`src/rtl/pd_pkg.sv`:
```
package pd_pkg;

  typedef enum logic [2:0] {
    MC_NOP   = 3'd0,
    MC_PRE   = 3'd1,
    MC_CKELO = 3'd2,
    MC_CKEHI = 3'd3,
    MC_BAD   = 3'd4
  } man_kind_t;

  typedef enum logic [3:0] {
    S_IDLE, S_HOLD, S_DLL, S_EPRE, S_EW1, S_EW2, S_ENOP, S_ECKE,
    S_XCKE, S_XNOP, S_XPRE
  } seq_state_t;

  function automatic man_kind_t decode_code(input logic [3:0] code);
    case (code)
      4'b0000: return MC_NOP;
      4'b0001: return MC_PRE;
      4'b1000: return MC_CKELO;
      4'b0111: return MC_CKEHI;
      default: return MC_BAD;
    endcase
  endfunction

  // Fires on the edge where a pending clock-stop change takes effect.
  function automatic logic gate_due(input logic pend, input logic [15:0] cnt);
    return pend && (cnt == 16'd1);
  endfunction

  function automatic logic ref_expired(input logic cke_lvl,
                                       input logic [31:0] cnt,
                                       input logic [31:0] limit);
    return !cke_lvl && (cnt >= limit);
  endfunction

endpackage

```
`src/rtl/pd_seq_fsm.sv`:
```
module pd_seq_fsm
  import pd_pkg::*;
#(
  parameter int CS_W = 1
) (
  input  logic            clk,
  input  logic            rst_n,
  input  logic            start_enter,
  input  logic            start_exit,
  input  logic [CS_W-1:0] cs_in,
  input  logic            mode_ddr,
  input  logic            dll_off_en,
  input  logic            access_busy,
  output logic            seq_busy,
  output logic            seq_hold,
  output logic            seq_cmd_v,
  output logic            seq_cmd_pre,
  output logic [CS_W-1:0] seq_cs,
  output logic            ev_cke_lo,
  output logic            ev_cke_hi,
  output logic            ev_dll_lo
);

  seq_state_t state, nxt;
  logic       ddr_q, dll_q;
  logic       first_ddr_dll;

  assign first_ddr_dll = mode_ddr && dll_off_en;

  always_comb begin
    nxt = state;
    case (state)
      S_IDLE: begin
        if (start_enter) begin
          if (access_busy)        nxt = S_HOLD;
          else if (first_ddr_dll) nxt = S_DLL;
          else                    nxt = S_EPRE;
        end else if (start_exit) begin
          nxt = S_XCKE;
        end
      end
      S_HOLD:  if (!access_busy) nxt = (ddr_q && dll_q) ? S_DLL : S_EPRE;
      S_DLL:   nxt = S_EPRE;
      S_EPRE:  nxt = ddr_q ? S_ENOP : S_EW1;
      S_EW1:   nxt = S_EW2;
      S_EW2:   nxt = S_ENOP;
      S_ENOP:  nxt = S_ECKE;
      S_ECKE:  nxt = S_IDLE;
      S_XCKE:  nxt = S_XNOP;
      S_XNOP:  nxt = ddr_q ? S_IDLE : S_XPRE;
      S_XPRE:  nxt = S_IDLE;
      default: nxt = S_IDLE;
    endcase
  end

  always_ff @(posedge clk or negedge rst_n) begin
    if (!rst_n) begin
      state  <= S_IDLE;
      ddr_q  <= 1'b0;
      dll_q  <= 1'b0;
      seq_cs <= '0;
    end else begin
      state <= nxt;
      if (state == S_IDLE && (start_enter || start_exit)) begin
        ddr_q  <= mode_ddr;
        dll_q  <= dll_off_en;
        seq_cs <= cs_in;
      end
    end
  end

  assign seq_busy    = (state != S_IDLE);
  assign seq_hold    = (state == S_HOLD);
  assign seq_cmd_v   = (state == S_EPRE) || (state == S_ENOP) ||
                       (state == S_XNOP) || (state == S_XPRE);
  assign seq_cmd_pre = (state == S_EPRE) || (state == S_XPRE);
  assign ev_cke_lo   = (state == S_ECKE);
  assign ev_cke_hi   = (state == S_XCKE);
  assign ev_dll_lo   = (state == S_DLL);

endmodule

```
`src/rtl/pd_clk_gate.sv`:
```
module pd_clk_gate
  import pd_pkg::*;
#(
  parameter int LAT_W = 4
) (
  input  logic             clk,
  input  logic             rst_n,
  input  logic             wr,
  input  logic             stop_val,
  input  logic [LAT_W-1:0] lat,
  output logic             run
);

  logic [LAT_W-1:0] cnt;
  logic             pend, tgt;

  always_ff @(posedge clk or negedge rst_n) begin
    if (!rst_n) begin
      cnt  <= '0;
      pend <= 1'b0;
      tgt  <= 1'b0;
      run  <= 1'b1;
    end else if (wr) begin
      tgt <= stop_val;
      if (lat == '0) begin
        run  <= !stop_val;
        pend <= 1'b0;
      end else begin
        cnt  <= lat;
        pend <= 1'b1;
      end
    end else if (pend) begin
      if (gate_due(pend, 16'(cnt))) begin
        run  <= !tgt;
        pend <= 1'b0;
      end else begin
        cnt <= cnt - 1'b1;
      end
    end
  end

endmodule

```
`src/rtl/pd_refresh_guard.sv`:
```
module pd_refresh_guard
  import pd_pkg::*;
#(
  parameter int REF_W = 16
) (
  input  logic             clk,
  input  logic             rst_n,
  input  logic             cke_lvl,
  input  logic [REF_W-1:0] limit,
  output logic             err
);

  logic [REF_W-1:0] cnt;

  always_ff @(posedge clk or negedge rst_n) begin
    if (!rst_n) begin
      cnt <= '0;
      err <= 1'b0;
    end else begin
      if (cke_lvl)        cnt <= '0;
      else if (cnt != '1) cnt <= cnt + 1'b1;
      if (ref_expired(cke_lvl, 32'(cnt), 32'(limit))) err <= 1'b1;
    end
  end

endmodule

```
`src/rtl/sdram_pd_seq.sv`:
```
module sdram_pd_seq
  import pd_pkg::*;
#(
  parameter int NUM_CS = 2,
  parameter int LAT_W  = 4,
  parameter int REF_W  = 16,
  localparam int CS_W  = (NUM_CS > 1) ? $clog2(NUM_CS) : 1
) (
  input  logic              clk,
  input  logic              rst_n,
  input  logic              mode_ddr,
  input  logic              dll_off_en,
  input  logic              access_busy,
  input  logic              req_enter,
  input  logic              req_exit,
  input  logic [CS_W-1:0]   req_cs,
  input  logic              man_valid,
  input  logic [CS_W-1:0]   man_cs,
  input  logic [3:0]        man_code,
  input  logic              clkstop_wr,
  input  logic [CS_W-1:0]   clkstop_cs,
  input  logic              clkstop_val,
  input  logic [LAT_W-1:0]  clk_lat,
  input  logic [REF_W-1:0]  ref_limit,
  output logic              cmd_valid,
  output logic              cmd_pre,
  output logic [CS_W-1:0]   cmd_cs,
  output logic [NUM_CS-1:0] cke,
  output logic [NUM_CS-1:0] mclk_en,
  output logic              dll_en,
  output logic              busy,
  output logic              req_reject,
  output logic              illegal_cmd,
  output logic [NUM_CS-1:0] refresh_err
);

  // Named internal events, observed by the bound checker.
  logic            seq_busy, seq_hold, seq_cmd_v, seq_cmd_pre;
  logic [CS_W-1:0] seq_cs;
  logic            ev_cke_lo, ev_cke_hi, ev_dll_lo;
  logic            take_enter, take_exit, man_take, req_multi, any_req;
  logic [1:0]      n_req;
  man_kind_t       man_kind;
  logic [NUM_CS-1:0] cke_lo_ev, cke_hi_ev, cke_ev;

  logic            man_cmd_v_q, man_pre_q;
  logic [CS_W-1:0] man_cs_q;

  assign any_req    = req_enter || req_exit || man_valid;
  assign n_req      = 2'(req_enter) + 2'(req_exit) + 2'(man_valid);
  assign req_multi  = (n_req > 2'd1);
  assign take_enter = !seq_busy && req_enter;
  assign take_exit  = !seq_busy && req_exit && !req_enter;
  assign man_take   = !seq_busy && man_valid && !req_enter && !req_exit;
  assign man_kind   = decode_code(man_code);

  pd_seq_fsm #(.CS_W(CS_W)) u_fsm (
    .clk         (clk),
    .rst_n       (rst_n),
    .start_enter (take_enter),
    .start_exit  (take_exit),
    .cs_in       (req_cs),
    .mode_ddr    (mode_ddr),
    .dll_off_en  (dll_off_en),
    .access_busy (access_busy),
    .seq_busy    (seq_busy),
    .seq_hold    (seq_hold),
    .seq_cmd_v   (seq_cmd_v),
    .seq_cmd_pre (seq_cmd_pre),
    .seq_cs      (seq_cs),
    .ev_cke_lo   (ev_cke_lo),
    .ev_cke_hi   (ev_cke_hi),
    .ev_dll_lo   (ev_dll_lo)
  );

  always_ff @(posedge clk or negedge rst_n) begin
    if (!rst_n) begin
      man_cmd_v_q <= 1'b0;
      man_pre_q   <= 1'b0;
      man_cs_q    <= '0;
      illegal_cmd <= 1'b0;
      req_reject  <= 1'b0;
      dll_en      <= 1'b1;
    end else begin
      man_cmd_v_q <= man_take && (man_kind == MC_NOP || man_kind == MC_PRE);
      man_pre_q   <= (man_kind == MC_PRE);
      man_cs_q    <= man_cs;
      if (man_take && man_kind == MC_BAD) illegal_cmd <= 1'b1;
      req_reject  <= (seq_busy && any_req) || (!seq_busy && req_multi);
      if (ev_dll_lo)      dll_en <= 1'b0;
      else if (ev_cke_hi) dll_en <= 1'b1;
    end
  end

  for (genvar i = 0; i < NUM_CS; i++) begin : g_cs
    assign cke_lo_ev[i] = (ev_cke_lo && seq_cs == CS_W'(i)) ||
                          (man_take && man_kind == MC_CKELO && man_cs == CS_W'(i));
    assign cke_hi_ev[i] = (ev_cke_hi && seq_cs == CS_W'(i)) ||
                          (man_take && man_kind == MC_CKEHI && man_cs == CS_W'(i));
    assign cke_ev[i]    = cke_lo_ev[i] || cke_hi_ev[i];

    always_ff @(posedge clk or negedge rst_n) begin
      if (!rst_n)            cke[i] <= 1'b1;
      else if (cke_lo_ev[i]) cke[i] <= 1'b0;
      else if (cke_hi_ev[i]) cke[i] <= 1'b1;
    end

    pd_clk_gate #(.LAT_W(LAT_W)) u_gate (
      .clk      (clk),
      .rst_n    (rst_n),
      .wr       (clkstop_wr && clkstop_cs == CS_W'(i)),
      .stop_val (clkstop_val),
      .lat      (clk_lat),
      .run      (mclk_en[i])
    );

    pd_refresh_guard #(.REF_W(REF_W)) u_ref (
      .clk     (clk),
      .rst_n   (rst_n),
      .cke_lvl (cke[i]),
      .limit   (ref_limit),
      .err     (refresh_err[i])
    );
  end

  assign busy      = seq_busy;
  assign cmd_valid = seq_cmd_v || man_cmd_v_q;
  assign cmd_pre   = seq_cmd_v ? seq_cmd_pre : man_pre_q;
  assign cmd_cs    = seq_cmd_v ? seq_cs : man_cs_q;

endmodule

```
`config.mk`:
```
export PLATFORM = sky130hd
export DESIGN_NAME = sdram_pd_seq
export DESIGN_NICKNAME = d
export VERILOG_FILES = /design/src/rtl/pd_pkg.sv /design/src/rtl/pd_seq_fsm.sv /design/src/rtl/pd_clk_gate.sv /design/src/rtl/pd_refresh_guard.sv /design/src/rtl/sdram_pd_seq.sv
export SDC_FILE = /design/constraint.sdc
export NUM_CORES = 1
export LEC_CHECK = 0
export ABC_AREA = 1
export BUFFER_PORTS_ARGS = -buffer_cell sky130_fd_sc_hd__buf_2
export CAP_MARGIN = 15
export CORE_MARGIN = 5
export CORE_UTILIZATION = 60
export CTS_BUF_LIST = sky130_fd_sc_hd__clkbuf_8
export CTS_CLUSTER_DIAMETER = 60
export CTS_CLUSTER_SIZE = 40
export DETAILED_ROUTE_END_ITERATION = 16
export PLACE_DENSITY = 0.82
export RECOVER_POWER = 25
export SYNTH_ARGS = -nofsm -noshare
export SYNTH_HDL_FRONTEND = slang
export SYNTH_SLANG_ARGS = --single-unit
```
`constraint.sdc`:
```
create_clock -name clk -period 1.5 [get_ports clk]
set_input_delay 0 -clock clk [delete_from_list [all_inputs] [get_ports clk]]
set_output_delay 0 -clock clk [all_outputs]
set_load 0.01 [all_outputs]
```
==> qor.txt <==
status - complete, but fails checks
violated checks - setup timing
DRT iter0 DRCs - 392
crit path DAT - 1.67 ns
Tmin final - 1.67 ns
Top Ports - 50
overall power - 7.87 mW
FF-to-FF End - illegal_cmd$_DFFE_PN0P_
vias in the first global route - 4172
Root Buffer - clkbuf_8
Max H-tree Level - 3
warnings from Yosys - 0
Post-DRT Antenna Nets - 0
Syn Area/Cell - 7.64 um^2
Die W - 95.3 um
final setup margin - -0.172 ns
largest net degree at the start of global routing - 64
share of cells above drive strength 1 - 31.3%
Via density - 5.91
port bufs - 49
TritonCTS Buffers - 9
period utilization - 111%
chip height - 95.3 um
ANT cells - 0
cells on worst reg2reg path - 7
crit path max fanout - 5
# setup viols final - 7
Worst Setup End Kind - output port
worst skew pair latency - 0.35 ns
Critical Path Start Type - register
worst vdd ir - 1.27 mV
Slew @ Worst Pin - 0.900 ns
HPWL Detailed - 7.93 mm
worst hold path depth - 4
Min Hold Slack - 0.0579 ns
worst hold path type - primary input to register
post-synth cell types - 42
first drt pass iteration count - 5
Synth Register Bits - 63
final hold viol count - 0
worst min-delay path endpoint - g_cs[0].u_gate.tgt$_DFFE_PN0P_
Clock Path Buffers - 2
Placement Rows - 31
placed cell area - 0.00478 mm^2
routed len/inst - 17.6 um
min-delay src - clkstop_cs
first-pass GRT wire length - 19.5 mm
crit path kind - register to output port
GRT Total Usage - 27.9%
max-slew violations - 0
slowest stage delay, CP - 0.44 ns
die footprint - 0.00909 mm^2
skew final - 0.00910 ns
CP Cell Sequence - inv_2 -> nor2_4 -> a31oi_4 -> nand2_2 -> nor2_1 -> a21oi_1 -> buf_2
crit-path leading delay family - flip-flops
placer's final routability congestion estimate - 0.927
worst slack, placed - -0.0160 ns
buffers and inverters on the worst path - 2
Reg2Reg Launch Point - u_fsm.state[0]$_DFFE_PN0P_
leakage power - 2.93 nW
grt ovf - 0
Power Density - 1360 mW/mm^2
Worst-path clk slew - 0.08 ns
final WL - 13.9 mm
initial antenna violation count - 0
commonest non-fill, non-tap cell in the layout - nand2_1
WP data required - 1.50 ns
Cell Area, Synth - 0.00437 mm^2
# DRC - 0
CTS tree - built
Net Count, Synth - 648
post-synth top area cell - dfrtp_1
commonest non-fill, non-tap cells in the layout - nand2_1, inv_1, buf_2
Seq/Total Area, Yosys - 36.2%
Layout Nets - 764
Area Overhead vs Synth - 32.5%
cell types occupying the most area after synthesis - dfrtp_1, ha_1, nand2_1
Design Area, Final - 0.00579 mm^2
fmax - 598 MHz
core area - 0.00718 mm^2
unrepaired setup endpoints after global routing - true
Syn Inst Count - 572
CTS sink cnt - 63
CP max-delay cell - dfrtp_1
top cell type's share of synthesized area - 33.2%
max-cap viol count - 0
Max-slew headroom - 40.0%
via count - 4681
R2R Setup Slk - -0.16 ns
Initial Util - 60.9%
worst max path at each step:
stage	startpoint	endpoint	slack (ns)	cells past startpoint
after floorplan	g_cs[1].u_ref.cnt[1]$_DFFE_PN0P_	g_cs[1].u_ref.cnt[14]$_DFFE_PN0P_	0.16	7
after global placement	g_cs[1].u_ref.cnt[7]$_DFFE_PN0P_	g_cs[1].u_ref.err$_DFFE_PN0P_	0.08	9
after detailed placement	g_cs[1].u_ref.cnt[1]$_DFFE_PN0P_	g_cs[1].u_ref.cnt[2]$_DFFE_PN0P_	-0.02	9
after CTS	u_fsm.state[0]$_DFFE_PN0P_	cmd_cs	-0.1	8
after global routing	u_fsm.state[2]$_DFFE_PN0P_	cmd_cs	-0.23	7
final	u_fsm.state[2]$_DFFE_PN0P_	cmd_cs	-0.17	7
Yosys cell counts, drive strengths merged:
library cell	instances
a31oi	11
o21ai	50
o21a	3
ha	39
inv	92
o211ai	5
o31a	1
nor2	54
buf	9
nand3	38
nor4	1
nor3	19
and2	1
mux2i	1
a22oi	2
and3	1
nand4	16
dfstp	5
xor2	3
nand2	131
o21bai	4
a21oi	23
o31ai	2
dfrtp	58
or2	2
clkbuf	1
worst min-delay path: cells and delay by family:
family | cells | cell delay [ns]
buffers and inverters | 2 | 0.18
muxes | 1 | 0.12
and+or+nand+nor | 1 | 0.08
area by class of cell:
class                      count  area (um^2)
multi-input combinational    408         2690
timing repair buffer         114          792
inverter                      92          355
clock buffer                  11          151
sequential                    63         1600
fill                         432         1390
clock inverter                 5         80.1
tap                           99          124
metrics by stage:
stage               TNS, ns  utilization [%]  cells
floorplan                 0                -    572
global placement          0             66.6    723
detailed placement  -0.0343             66.6    723
CTS                  -0.264             74.2    767
global route          -2.19             80.7    792
finish               -0.815             80.7    792
kinds of logic after synthesis:
family | count (synthesis) | synth area share, %
multiplexers | 1 | 0.229
flip-flops | 63 | 36.2
XOR/XNOR | 3 | 0.601
buffers and inverters | 102 | 9.50
adder cells (fa/ha/maj) | 39 | 11.2
AND/OR/NAND/NOR | 263 | 29.1
AO/OA/AOI/OAI | 101 | 13.2
routing by layer:
layer	routed length, um	part of all wire (%)	GRT usage, %	vias up
li1	-	-	-	2126
met1	5210	37	33.4	2203
met2	7010	50	47.8	280
met3	1040	7.5	6.24	72
met4	658	4.7	12.1	0
met5	0	0	0	-
what timing repair did:
item | CTS | global route
setup buffers | 10 | 24
hold buffers | 18 | 0
setup endpoints to repair | 11 | 46
cloned | 0 | 1
endpoints found under the hold margin | 82 | 0
gates resized for setup | 19 | 70
pin swaps | 4 | 26
where the power goes:
group          switching [mW]  internal (mW)  total (mW)  leakage, nW
combinational            2.06           1.46        3.52         2.04
clock                   0.742           1.02        1.77        0.112
sequential              0.418           2.16        2.58        0.775
total                    3.22           4.65        7.87         2.93
sequential cells by signal, indices dropped and copies added, names as in the netlist:
name	flops
man_pre_q	1
cke	2
g_cs.u_ref.cnt	32
illegal_cmd	1
req_reject	1
u_fsm.dll_q	1
man_cs_q	1
u_fsm.state	4
u_fsm.ddr_q	1
g_cs.u_gate.tgt	2
man_cmd_v_q	1
g_cs.u_gate.run	2
g_cs.u_gate.pend	2
u_fsm.seq_cs	1
g_cs.u_gate.cnt	8
dll_en	1
g_cs.u_ref.err	2
(Power assumes the default switching activity.)
